File: config.mk
export PLATFORM = sky130hd
export DESIGN_NAME = lcas_ctrl_top
export DESIGN_NICKNAME = d
export VERILOG_FILES = /design/src/rtl/lcas_pkg.sv /design/src/rtl/lcas_zc_sync.sv /design/src/rtl/lcas_in_latch.sv /design/src/rtl/lcas_guard.sv /design/src/rtl/lcas_sw_drv.sv /design/src/rtl/lcas_ctrl_top.sv
export SDC_FILE = /design/constraint.sdc
export NUM_CORES = 1
export LEC_CHECK = 0
export ABC_CLOCK_PERIOD_IN_PS = 1350
export BUFFER_PORTS_ARGS = -buffer_cell sky130_fd_sc_hd__buf_2
export CORE_AREA = 2 2 39 41
export CTS_CLUSTER_DIAMETER = 80
export DETAILED_ROUTE_END_ITERATION = 10
export DIE_AREA = 0 0 41 43
export PLACE_DENSITY_LB_ADDON = 0.25
export SKIP_CTS_REPAIR_TIMING = 1
export SYNTH_ARGS = -nofsm -noshare
export SYNTH_HDL_FRONTEND = slang
export SYNTH_HIERARCHICAL = 1
export SYNTH_SLANG_ARGS = --single-unit
File: constraint.sdc
create_clock -name clk -period 1.35 [get_ports clk]
set_clock_uncertainty 0.15 [all_clocks]
set_input_delay 0.0675 -clock clk [delete_from_list [all_inputs] [get_ports clk]]
set_output_delay 0.0675 -clock clk [all_outputs]
set_load 0.02 [all_outputs]
File: src/rtl/lcas_pkg.sv
package lcas_pkg;
  localparam int MODE_W = 3;

  typedef struct packed {
    logic brk;
    logic rret;
    logic ring;
    logic test;
  } sw_set_t;

  typedef enum logic [MODE_W-1:0] {
    MODE_TALK = 3'b000,
    MODE_RING = 3'b010
  } mode_e;

  localparam sw_set_t SW_ALL_OFF = '0;

  function automatic sw_set_t decode_mode(input logic [MODE_W-1:0] m);
    sw_set_t s;
    s = SW_ALL_OFF;
    case (m)
      MODE_TALK: s.brk = 1'b1;
      MODE_RING: begin
        s.rret = 1'b1;
        s.ring = 1'b1;
      end
      default: s = SW_ALL_OFF;
    endcase
    return s;
  endfunction
endpackage

File: src/rtl/lcas_zc_sync.sv
module lcas_zc_sync #(
  parameter int STAGES = 2
) (
  input  logic clk,
  input  logic rst_n,
  input  logic zc_i,
  output logic zc_pulse_o
);
  localparam int LAST = STAGES;
  logic [LAST:0] chain_q;

  genvar g;
  generate
    for (g = 0; g <= LAST; g++) begin : g_stage
      if (g == 0) begin : g_first
        always_ff @(posedge clk or negedge rst_n)
          if (!rst_n) chain_q[g] <= 1'b0;
          else        chain_q[g] <= zc_i;
      end else begin : g_next
        always_ff @(posedge clk or negedge rst_n)
          if (!rst_n) chain_q[g] <= 1'b0;
          else        chain_q[g] <= chain_q[g-1];
      end
    end
  endgenerate

  assign zc_pulse_o = chain_q[LAST-1] & ~chain_q[LAST];

  assert_pulse_single_R6: assert property (@(posedge clk) disable iff (!rst_n)
    zc_pulse_o |=> !zc_pulse_o);
endmodule

File: src/rtl/lcas_in_latch.sv
module lcas_in_latch
  import lcas_pkg::*;
(
  input  logic              clk,
  input  logic              rst_n,
  input  logic              hold_i,
  input  logic [MODE_W-1:0] mode_i,
  output sw_set_t           cmd_o
);
  logic [MODE_W-1:0] word_q;

  always_ff @(posedge clk or negedge rst_n)
    if (!rst_n)       word_q <= '1;
    else if (!hold_i) word_q <= mode_i;

  assign cmd_o = decode_mode(word_q);

  assert_hold_freeze_R3: assert property (@(posedge clk) disable iff (!rst_n)
    hold_i |=> $stable(word_q));
  assert_pass_through_R2: assert property (@(posedge clk) disable iff (!rst_n)
    !hold_i |=> (word_q == $past(mode_i)));
endmodule

File: src/rtl/lcas_guard.sv
module lcas_guard (
  input  logic clk,
  input  logic rst_n,
  input  logic pwr_good_i,
  input  logic hold_i,
  input  logic kill_n_i,
  input  logic therm_n_i,
  input  logic therm_int_i,
  input  logic bat_fail_i,
  input  logic bat_ok_i,
  output logic force_o,
  output logic therm_flag_n_o
);
  logic armed_q;
  logic bat_blk_q;

  always_ff @(posedge clk or negedge rst_n)
    if (!rst_n)           armed_q <= 1'b0;
    else if (!pwr_good_i) armed_q <= 1'b0;
    else if (!hold_i)     armed_q <= 1'b1;

  always_ff @(posedge clk or negedge rst_n)
    if (!rst_n)          bat_blk_q <= 1'b0;
    else if (bat_fail_i) bat_blk_q <= 1'b1;
    else if (bat_ok_i)   bat_blk_q <= 1'b0;

  assign force_o = !kill_n_i | !therm_n_i | therm_int_i | !pwr_good_i
                 | !armed_q | bat_blk_q;
  assign therm_flag_n_o = !therm_int_i;

  assert_unpowered_disarm_R9: assert property (@(posedge clk) disable iff (!rst_n)
    !pwr_good_i |=> force_o || !armed_q);
  assert_bat_hyst_R10: assert property (@(posedge clk) disable iff (!rst_n)
    (bat_blk_q && !bat_ok_i) |=> bat_blk_q);
endmodule

File: src/rtl/lcas_sw_drv.sv
module lcas_sw_drv
  import lcas_pkg::*;
(
  input  logic    clk,
  input  logic    rst_n,
  input  sw_set_t cmd_i,
  input  logic    force_i,
  input  logic    zc_pulse_i,
  output logic    brk_o,
  output logic    rret_o,
  output logic    ring_o,
  output logic    test_o
);
  sw_set_t tgt;
  logic    ring_nxt;
  logic    pend_q;

  assign tgt      = force_i ? SW_ALL_OFF : cmd_i;
  assign ring_nxt = tgt.ring | (ring_o & ~zc_pulse_i);

  always_ff @(posedge clk or negedge rst_n)
    if (!rst_n) begin
      brk_o  <= 1'b0;
      rret_o <= 1'b0;
      ring_o <= 1'b0;
      test_o <= 1'b0;
      pend_q <= 1'b0;
    end else begin
      brk_o  <= tgt.brk;
      rret_o <= tgt.rret;
      test_o <= tgt.test;
      ring_o <= ring_nxt;
      pend_q <= ring_nxt & ~tgt.ring;
    end

  assert_ring_zc_release_R6: assert property (@(posedge clk) disable iff (!rst_n)
    $fell(ring_o) |-> $past(zc_pulse_i) && $past(pend_q || !cmd_i.ring || force_i));
  assert_ring_close_cmd_R6: assert property (@(posedge clk) disable iff (!rst_n)
    $rose(ring_o) |-> $past(cmd_i.ring && !force_i));
  assert_force_open_R5: assert property (@(posedge clk) disable iff (!rst_n)
    force_i |=> !brk_o && !rret_o && !test_o);
  assert_brk_rret_excl_R4: assert property (@(posedge clk) disable iff (!rst_n)
    !(brk_o && rret_o));
endmodule

File: src/rtl/lcas_ctrl_top.sv
module lcas_ctrl_top
  import lcas_pkg::*;
#(
  parameter int ZC_SYNC_STAGES = 2
) (
  input  logic       clk,
  input  logic       rst_n,
  input  logic [2:0] mode_i,
  input  logic       hold_i,
  input  logic       kill_n_i,
  input  logic       therm_n_i,
  input  logic       therm_int_i,
  output logic       therm_flag_n_o,
  input  logic       pwr_good_i,
  input  logic       bat_fail_i,
  input  logic       bat_ok_i,
  input  logic       zc_i,
  output logic       brk_en_o,
  output logic       rret_en_o,
  output logic       ring_en_o,
  output logic       test_en_o
);
  sw_set_t cmd;
  logic    force_off;
  logic    zc_pulse;

  lcas_zc_sync #(.STAGES(ZC_SYNC_STAGES)) u_zc (
    .clk(clk), .rst_n(rst_n), .zc_i(zc_i), .zc_pulse_o(zc_pulse)
  );

  lcas_in_latch u_latch (
    .clk(clk), .rst_n(rst_n), .hold_i(hold_i), .mode_i(mode_i), .cmd_o(cmd)
  );

  lcas_guard u_guard (
    .clk(clk), .rst_n(rst_n), .pwr_good_i(pwr_good_i), .hold_i(hold_i),
    .kill_n_i(kill_n_i), .therm_n_i(therm_n_i), .therm_int_i(therm_int_i),
    .bat_fail_i(bat_fail_i), .bat_ok_i(bat_ok_i),
    .force_o(force_off), .therm_flag_n_o(therm_flag_n_o)
  );

  lcas_sw_drv u_drv (
    .clk(clk), .rst_n(rst_n), .cmd_i(cmd), .force_i(force_off),
    .zc_pulse_i(zc_pulse), .brk_o(brk_en_o), .rret_o(rret_en_o),
    .ring_o(ring_en_o), .test_o(test_en_o)
  );

  assert_test_never_R4: assert property (@(posedge clk) disable iff (!rst_n)
    !test_en_o);
endmodule

==> flow_metrics.py, run 1 <==
metrics = {
    "power": {
        "p_total_mw": 0.747,
        "ir_drop_mv": 0.536,
        "leakage_nw": 0.337,
        "power.density_cell_area_mw_per_mm2": 1110,
    },
    "synthesis": {
        "synth.avg_cell_area_sq_um": 13.5,
        "syn_nets": 47,
        "syn_inst": 34,
        "syn_area_sq_um": 458,
        "synth-seq-cells": 12,
        "yosysWarnings": 6,
        "synth_cell_types": 15,
        "ys_seq_area_frac": 0.664,
    },
    "setup_path": {
        "cpPeakStageDelay_ns": 0.55,
        "r2r_slack_ns": 0.15,
        "slowest_stage": "dfstp_2",
        "end_kind": "register",
        "crit_path_cell_trace": "nor3b_1 > inv_1 > o22ai_1",
        "critPathMaxFanout": 3,
        "cp-startpoint": "u_latch/word_q[1]$_DFFE_PN1N_",
        "critPathRequiredTime_ns": 1.38,
        "cp.arrival_ns": 1.24,
        "r2r_start": "u_latch/word_q[1]$_DFFE_PN1N_",
        "crit_type": "reg2reg",
        "cp-start-kind": "register",
    },
    "drt": {
        "drt_wl_total_microns": 793,
        "dr.pass1.iters": 2,
        "drtIter0Drc": 3,
        "routedWlPerCell_microns": 10.2,
        "route.detailed.drc": 0,
        "postRouteAntennaNets": 0,
        "vias": 324,
        "vias_per_cell": 4.15,
    },
    "clock_tree": {
        "clk_latency_ns": 0.26,
        "cts_tree": "built",
        "clkTransAtPathRegs_ns": 0.08,
        "cts-root-buf": "clkbuf_4",
        "cts_max_level": 1,
        "clock_sinks": 12,
        "clock_path_buffers": 2,
        "cts_buffers": 3,
    },
    "timing": {
        "timing.final.crit_share": 0.891,
        "period_minus_slack_ns": 1.20,
        "clock.fmax_ghz": 0.831,
        "hold_viol_final": 2,
        "slew_viol_final": 0,
        "timing.setup.tns_ns": 0,
        "whs_ns": -0.0222,
        "setup_viol": 0,
        "grt_setup_unrepaired": "no",
    },
    "layout": {
        "mostFrequentLayoutCell": "buf_2",
        "area_growth_pct": 47.3,
        "final_cell_mix": "17 x buf_2, 9 x dlygate4sd3_1, 9 x dfrtp_1, 5 x inv_1",
        "num-nets-final": 76,
        "regArea_sq_um": 304,
        "drive_gt1_frac": 0.468,
        "fin_util": 0.487,
        "num-fill-cells": 122,
        "n_antenna_cell": 0,
        "multi_input_area_sq_um": 120,
    },
    "grt": {
        "grt_pass1_vias": 306,
        "grt_overflow": 0,
        "grt_pass1_wl_microns": 1160,
        "track_usage": 0.102,
        "antenna_found_initial": 0,
        "grt_max_degree": 13,
    },
    "hold_path": {
        "holdCritPathClass": "in2reg",
        "hp-start": "therm_int_i",
    },
    "die": {
        "dieWidth_microns": 41,
        "pin_count": 18,
        "initial_core_util": 0.331,
        "fp.dieH_microns": 43,
        "die_area_sq_mm": 0.00176,
        "fp-row-count": 14,
        "core_sq_mm": 0.00138,
    },
    "run_status": {
        "status": "complete, but fails checks",
        "violations": "negative hold slack",
    },
    "placement": {
        "place_congestion": 0.664,
        "io_buffers": 17,
    },
    "job": {
        "cap_violations": 0,
    },
}
cells in the mapped netlist, drive strengths merged:
cell type | number | area share
nor2b | 4 | 0.071
conb | 1 | 0.0082
dfstp | 3 | 0.17
nand3 | 1 | 0.011
inv | 5 | 0.041
and4b | 1 | 0.022
nor3 | 1 | 0.011
dfrtp | 9 | 0.49
buf | 2 | 0.033
nor3b | 1 | 0.016
mux2 | 3 | 0.074
a21boi | 1 | 0.016
o22ai | 1 | 0.014
a21o | 1 | 0.019
routing by layer:
metal,vias up,routed length (microns),GRT usage
met2,10,423,0.156
met3,2,45,0.0314
met4,0,5,0.0800
met5,-,0,0
li1,164,-,-
met1,148,319,0.109
power breakdown:
group / internal (mW) / total (mW) / switching [mW]
Clock: 0.164 / 0.276 / 0.112
Sequential: 0.384 / 0.396 / 0.0118
Combinational: 0.0488 / 0.0750 / 0.0262
flip-flops by register name (all words and copies together) (netlist names):
name and flops:
u_drv/test_o 1, u_drv/ring_o 1, u_guard/bat_blk_q 1, u_zc/chain_q 3, u_drv/rret_o 1, u_guard/armed_q 1
u_latch/word_q 3, u_drv/brk_o 1
worst paths after layout:
kind	endpoint	cells after the start
max	u_drv/ring_o$_DFF_PN0_	3
min	u_drv/brk_o$_DFF_PN0_	4
max reg2reg	u_drv/ring_o$_DFF_PN0_	3
min reg2reg	u_zc/chain_q[1]$_DFF_PN0_	0
max in group asynchronous	u_latch/word_q[0]$_DFFE_PN1N_	2
min in group asynchronous	u_drv/brk_o$_DFF_PN0_	2
through the flow:
step,setup WS (ns),instance area (sq um),std cells,hold WS [ns]
floorplan,0.165,458,34,-0.378
global placement,0.201,548,65,-0.194
detailed placement,0.184,548,65,-0.194
CTS,0.138,584,69,-0.488
global route,0.0165,674,78,0.0188
finish,0.147,674,78,-0.0222
critical path: cells and delay by family (launching register included):
kind,cells,cell delay (ns)
compound gates,1,0.14
simple gates,1,0.23
flops,1,0.55
buf+inv,1,0.06
logic make-up after synthesis:
logic type / after synthesis / share of synthesized area
multiplexers: 3 / 0.0738
flip-flops: 12 / 0.664
AO/OA/AOI/OAI: 3 / 0.0492
AND/OR/NAND/NOR: 8 / 0.131
other: 1 / 0.00819
buffers and inverters: 7 / 0.0738
cell type report:
type,count,share of cell area
sequential,12,0.451
multi-input combinational,15,0.178
timing repair buffer,26,0.260
inverter,5,0.0278
clock buffer,4,0.0538
tap,16,0.0297
Note: power is estimated with default switching activity, not from simulation.
==> run 2: changes to the inputs <==
Settings changed: CORE_AREA 2 2 39 41 to unset, CORE_MARGIN set to 1, CORE_UTILIZATION set to 35, DIE_AREA 0 0 41 43 to unset.
==> run 2 against run 1 <==
  * The run still ends with negative hold slack left
  * Utilization rose by 8.5 points
  * Global-route usage up 2.2 points
  * Register-to-register slack is essentially flat
  * Combinational power is 1% higher
  * Design area is 1.9% lower
  * Wire length rose by 2.6%
  * Setup slack gained 0.011 ns
  * Critical path depth unchanged
  * Non-clock buffer count stayed put
  * Sequential share of layout area increased by 0.85 points
  * Hold slack improved by 0.00087 ns
==> flow_metrics.py, run 2 (synthesis results as in run 1) <==
metrics = {
    "run_status": {
        "status": "complete, but fails checks",
        "violations": "negative hold slack",
    },
    "power": {
        "leakage_nw": 0.331,
        "power.density_cell_area_mw_per_mm2": 1040,
        "ir_drop_mv": 0.807,
    },
    "setup_path": {
        "critPathMaxFanout": 3,
        "cp_num_buf_inv": 1,
        "r2r_slack_ns": 0.16,
        "cp-start-kind": "register",
        "cp_top_family": "flip-flops",
        "crit_path_cell_trace": "nor3b_1 > inv_1 > o22ai_1",
        "critPathRequiredTime_ns": 1.39,
        "r2r_cells": 3,
        "cp.arrival_ns": 1.23,
        "crit_type": "reg2reg",
        "end_kind": "register",
        "rr_endpoint": "u_drv/ring_o$_DFF_PN0_",
        "cpPeakStageDelay_ns": 0.54,
        "r2r_start": "u_latch/word_q[1]$_DFFE_PN1N_",
        "slowest_stage": "dfstp_2",
    },
    "layout": {
        "final_cell_mix": "17 x buf_2, 9 x dlygate4sd3_1, 9 x dfrtp_1, 5 x inv_1",
        "num-nets-final": 76,
        "fin_util": 0.573,
        "fin_cells": 76,
        "top_regs": "u_latch/word_q x3, u_zc/chain_q x3",
        "area_growth_pct": 44.5,
        "n_antenna_cell": 0,
        "drive_gt1_frac": 0.452,
        "num-fill-cells": 96,
        "mostFrequentLayoutCell": "buf_2",
    },
    "drt": {
        "vias": 316,
        "route.detailed.drc": 0,
        "postRouteAntennaNets": 0,
        "dr.pass1.iters": 4,
        "drtIter0Drc": 5,
        "routedWlPerCell_microns": 10.7,
        "vias_per_cell": 4.16,
        "drt_wl_total_microns": 814,
    },
    "die": {
        "initial_core_util": 0.396,
        "pin_count": 18,
        "fp.dieH_microns": 38.2,
        "fp-row-count": 12,
        "dieWidth_microns": 38.2,
        "die_area_sq_mm": 0.00146,
        "core_sq_mm": 0.00116,
    },
    "job": {
        "cap_violations": 0,
    },
    "clock_tree": {
        "clock_path_buffers": 2,
        "cts_buffers": 3,
        "clk_latency_ns": 0.26,
        "clkTransAtPathRegs_ns": 0.07,
        "cts-root-buf": "clkbuf_4",
        "cts_tree": "built",
        "cts_max_level": 1,
        "clock_sinks": 12,
    },
    "grt": {
        "grt_pass1_wl_microns": 1160,
        "grt_max_degree": 13,
        "grt_pass1_vias": 285,
        "antenna_found_initial": 0,
        "track_usage": 0.124,
        "grt_overflow": 0,
    },
    "hold_path": {
        "whs_path_depth": 4,
        "hold_end": "u_drv/brk_o$_DFF_PN0_",
        "holdCritPathClass": "in2reg",
        "hp-start": "therm_int_i",
    },
    "timing": {
        "timing.setup.tns_ns": 0,
        "clock.fmax_ghz": 0.839,
        "period_minus_slack_ns": 1.19,
        "setup_viol": 0,
        "hold_viol_final": 2,
        "whs_ns": -0.0213,
        "timing.final.crit_share": 0.883,
        "grt_setup_unrepaired": "no",
        "slew_viol_final": 0,
    },
    "placement": {
        "io_buffers": 17,
        "hpwl_microns": 496,
        "dp.cells": 63,
        "place_congestion": 0.609,
    },
}
run 2: how the worst max path moves through the flow:
stage,start,depth (start not counted),slack [ns],end
after floorplan,u_latch/word_q[1]$_DFFE_PN1N_,3,0.17,u_drv/rret_o$_DFF_PN0_
after global routing,u_latch/word_q[1]$_DFFE_PN1N_,3,0.08,u_drv/ring_o$_DFF_PN0_
after CTS,u_latch/word_q[1]$_DFFE_PN1N_,3,0.16,u_drv/ring_o$_DFF_PN0_
final,u_latch/word_q[1]$_DFFE_PN1N_,3,0.16,u_drv/ring_o$_DFF_PN0_
after global placement,u_guard/bat_blk_q$_DFFE_PN0P_,3,0.21,u_drv/ring_o$_DFF_PN0_
after detailed placement,u_latch/word_q[1]$_DFFE_PN1N_,3,0.18,u_drv/ring_o$_DFF_PN0_
run 2: stage by stage:
stage | worst slack (ns) | power [mW] | instance area (sq um)
after floorplan | 0.165 | 0.431 | 458
after global placement | 0.206 | 0.456 | 546
after detailed placement | 0.176 | 0.458 | 546
after CTS | 0.159 | 0.683 | 572
after global routing | 0.0847 | 0.724 | 662
final | 0.158 | 0.691 | 662
run 2: layout make-up:
| class | instances | area, sq um | share of cell area |
|---|---|---|---|
| Timing Repair Buffer | 26 | 175 | 0.265 |
| Clock buffer | 4 | 26.3 | 0.0397 |
| Tap cell | 14 | 17.5 | 0.0265 |
| Multi-Input combinational cell | 15 | 120 | 0.181 |
| Sequential cell | 12 | 304 | 0.459 |
| Inverter | 5 | 18.8 | 0.0284 |
run 2: power by group:
group	internal, mW	total, mW	leakage (nW)	switching [mW]
logic	0.0489	0.0760	0.170	0.0271
registers	0.384	0.396	0.146	0.0113
clock network	0.114	0.220	0.0150	0.105
total	0.548	0.691	0.331	0.144
run 2: metal layers:
metal / part of all wire / track usage / up-vias
met4: 0 / 0.0268 / 0
met3: 0.070 / 0.0872 / 0
met2: 0.51 / 0.203 / 13
met1: 0.42 / 0.128 / 141
met5: 0 / 0 / -
li1: - / - / 162
run 2: tightest hold or removal path, stage by stage:
cell     delay (ns)
buf_2          0.07
inv_1          0.04
nand3_1        0.12
nor2b_1        0.06
==> run 3: changes to the inputs <==
Settings changed: ABC_AREA set to 1.
==> run 3 against run 2 <==
  * The run ends with negative hold slack, negative setup slack left
  * Synthesized area rose by 5.2%
  * Wire length rose by 15%
  * Fmax fell by 12%
  * Sequential power fell by 1%
  * Via count rose by 30%
  * Utilization fell by 0.68 points
  * Clock power rose by 24%
  * Combinational power rose by 19%
  * Total power rose by 9.1%
  * Largest cell class unchanged
==> flow_metrics.py, run 3 <==
metrics = {
    "setup_path": {
        "crit_path_cell_trace": "dlygate4sd3_1 > buf_2 > nand2_1 > dlygate4sd3_1 > nand2_1",
        "critPathMaxFanout": 1,
        "end_kind": "register",
        "cp.arrival_ns": 1.40,
        "slowest_stage": "dlygate4sd3_1",
        "r2r_slack_ns": 0.29,
        "cp-start-kind": "primary input",
        "crit_type": "in2reg",
        "cpPeakStageDelay_ns": 0.55,
        "cp-startpoint": "mode_i[1]",
        "crit_path_end": "u_latch/word_q[1]$_DFFE_PN1N_",
        "r2r_start": "u_latch/word_q[1]$_DFFE_PN1N_",
        "rr_endpoint": "u_drv/rret_o$_DFF_PN0_",
        "critPathRequiredTime_ns": 1.40,
        "r2r_cells": 4,
    },
    "layout": {
        "num-nets-final": 100,
        "drive_gt1_frac": 0.302,
        "final_cell_mix": "17 x buf_2, 15 x nand2_1, 13 x inv_1, 12 x dlygate4sd3_1, 9 x dfrtp_1",
        "top_regs": "u_latch/word_q x3, u_zc/chain_q x3",
        "multi_input_area_sq_um": 110,
        "regArea_sq_um": 304,
        "fin_util": 0.566,
        "mostFrequentLayoutCell": "buf_2",
        "num-fill-cells": 115,
        "n_antenna_cell": 0,
        "area_growth_pct": 50.9,
    },
    "clock_tree": {
        "cts_max_level": 1,
        "clock_sinks": 12,
        "clkTransAtPathRegs_ns": 0.08,
        "clock_path_buffers": 2,
        "cts-root-buf": "clkbuf_4",
        "cts_buffers": 3,
        "cts_tree": "built",
        "clk_latency_ns": 0.26,
    },
    "run_status": {
        "status": "complete, but fails checks",
        "violations": "negative hold slack, negative setup slack",
    },
    "drt": {
        "routedWlPerCell_microns": 9.31,
        "postRouteAntennaNets": 0,
        "vias_per_cell": 4.07,
        "route.detailed.drc": 0,
        "vias": 411,
        "drtIter0Drc": 6,
        "drt_wl_total_microns": 940,
        "dr.pass1.iters": 4,
    },
    "synthesis": {
        "synth-xor-area-share": 0,
        "ys_seq_area_frac": 0.631,
        "synth_area_leaders": "dfrtp_1 47%, dfstp_2 16%, nand2_1 12%",
        "synth_area_leader_cell": "dfrtp_1",
        "yosysWarnings": 6,
        "async_flop_share": 1.00,
        "synthTopCellsByCount": "15 x nand2_1, 13 x inv_1, 9 x dfrtp_1, 7 x nor2_1, 3 x dfstp_2",
        "synth-seq-cells": 12,
        "synth_top_family_by_area": "simple AND/OR/NAND/NOR gates",
        "syn_area_sq_um": 482,
        "synth_edf_count": 0,
        "syn_inst": 55,
        "synth_cell_types": 12,
        "synth_top_area_share": 0.468,
        "syn_nets": 68,
        "synthSimpleGateAreaFrac": 0.195,
        "yosysMostFrequentCell": "nand2_1",
        "synth_fa_ha_area_frac": 0,
        "ys.flop_type": "dfrtp_1",
        "synth_compound_area_frac": 0.0260,
        "synth.area.mux_share": 0,
        "synth.avg_cell_area_sq_um": 8.76,
    },
    "placement": {
        "hpwl_microns": 557,
        "io_buffers": 17,
        "place_congestion": 0.645,
    },
    "timing": {
        "whs_ns": -0.00372,
        "period_minus_slack_ns": 1.35,
        "timing.final.crit_share": 1.00,
        "slew_viol_final": 0,
        "worst_slack_ns": -0.00297,
        "setup_viol": 1,
        "hold_viol_final": 1,
        "clock.fmax_ghz": 0.739,
    },
    "die": {
        "die_area_sq_mm": 0.00153,
        "fp.dieH_microns": 39.1,
        "core_sq_mm": 0.00128,
        "pin_count": 18,
        "dieWidth_microns": 39.1,
        "initial_core_util": 0.375,
        "fp-row-count": 13,
    },
    "grt": {
        "grt_overflow": 0,
        "grt_pass1_wl_microns": 1140,
        "antenna_found_initial": 0,
        "grt_pass1_vias": 282,
        "grt_max_degree": 13,
        "track_usage": 0.116,
    },
    "power": {
        "leakage_nw": 0.414,
        "power.density_cell_area_mw_per_mm2": 1040,
        "p_total_mw": 0.755,
        "ir_drop_mv": 0.767,
    },
    "hold_path": {
        "holdCritPathClass": "in2reg",
    },
    "job": {
        "cap_violations": 0,
    },
}
[run 3: critical path, delay by kind of cell]
| family | cells | cell delay, ns |
|---|---|---|
| and+or+nand+nor | 2 | 0.12 |
| buffers and inverters | 3 | 1.21 |
[run 3: how the worst min path moves through the flow]
stage,start,end,slack [ns],cells after the start
floorplan,rst_n,u_drv/brk_o$_DFF_PN0_,-0.38,0
global placement,rst_n,u_zc/chain_q[2]$_DFF_PN0_,-0.19,1
detailed placement,rst_n,u_drv/rret_o$_DFF_PN0_,-0.19,1
CTS,rst_n,u_drv/brk_o$_DFF_PN0_,-0.48,1
global route,therm_int_i,u_drv/rret_o$_DFF_PN0_,0.05,4
finish,therm_int_i,u_drv/brk_o$_DFF_PN0_,-0.004,4
[run 3: where the power goes]
part | switching [mW] | internal [mW]
clock | 0.110 | 0.163
combinational | 0.0413 | 0.0491
sequential | 0.00859 | 0.382
total | 0.160 | 0.595
[run 3: cell type report]
cell class              instances  area share
multi-input cells              27       0.151
inverters                      14      0.0723
well taps                      15      0.0258
repair buffers                 29       0.282
flip-flops and latches         12       0.418
clock buffers                   4      0.0499
[run 3: kinds of logic (layout without fill, tap and decap cells)]
logic type / after synthesis / in the layout
AND/OR/NAND/NOR: 24 / 24
buffers and inverters: 16 / 47
flip-flops: 12 / 12
other: 1 / 1
AO/OA/AOI/OAI: 2 / 2
[run 3: per-layer routing]
layer  track usage  vias up  part of all wire
met1         0.148      175              0.43
li1              -      214                 -
met4        0.0517        0             0.015
met2         0.167       20              0.50
met5             0        -                 0
met3        0.0520        2             0.062
[run 3: through the flow]
step / area, sq um / setup TNS, ns / hold slack, ns / cells / setup WS [ns]
CTS: 607 / 0 / -0.481 / 89 / 0.284
detailed placement: 571 / 0 / -0.193 / 85 / 0.303
floorplan: 482 / 0 / -0.378 / 55 / 0.266
finish: 727 / -0.00297 / -0.00372 / 101 / -0.00297
global route: 727 / -0.0601 / 0.0477 / 101 / -0.0351
global placement: 571 / 0 / -0.195 / 85 / 0.333
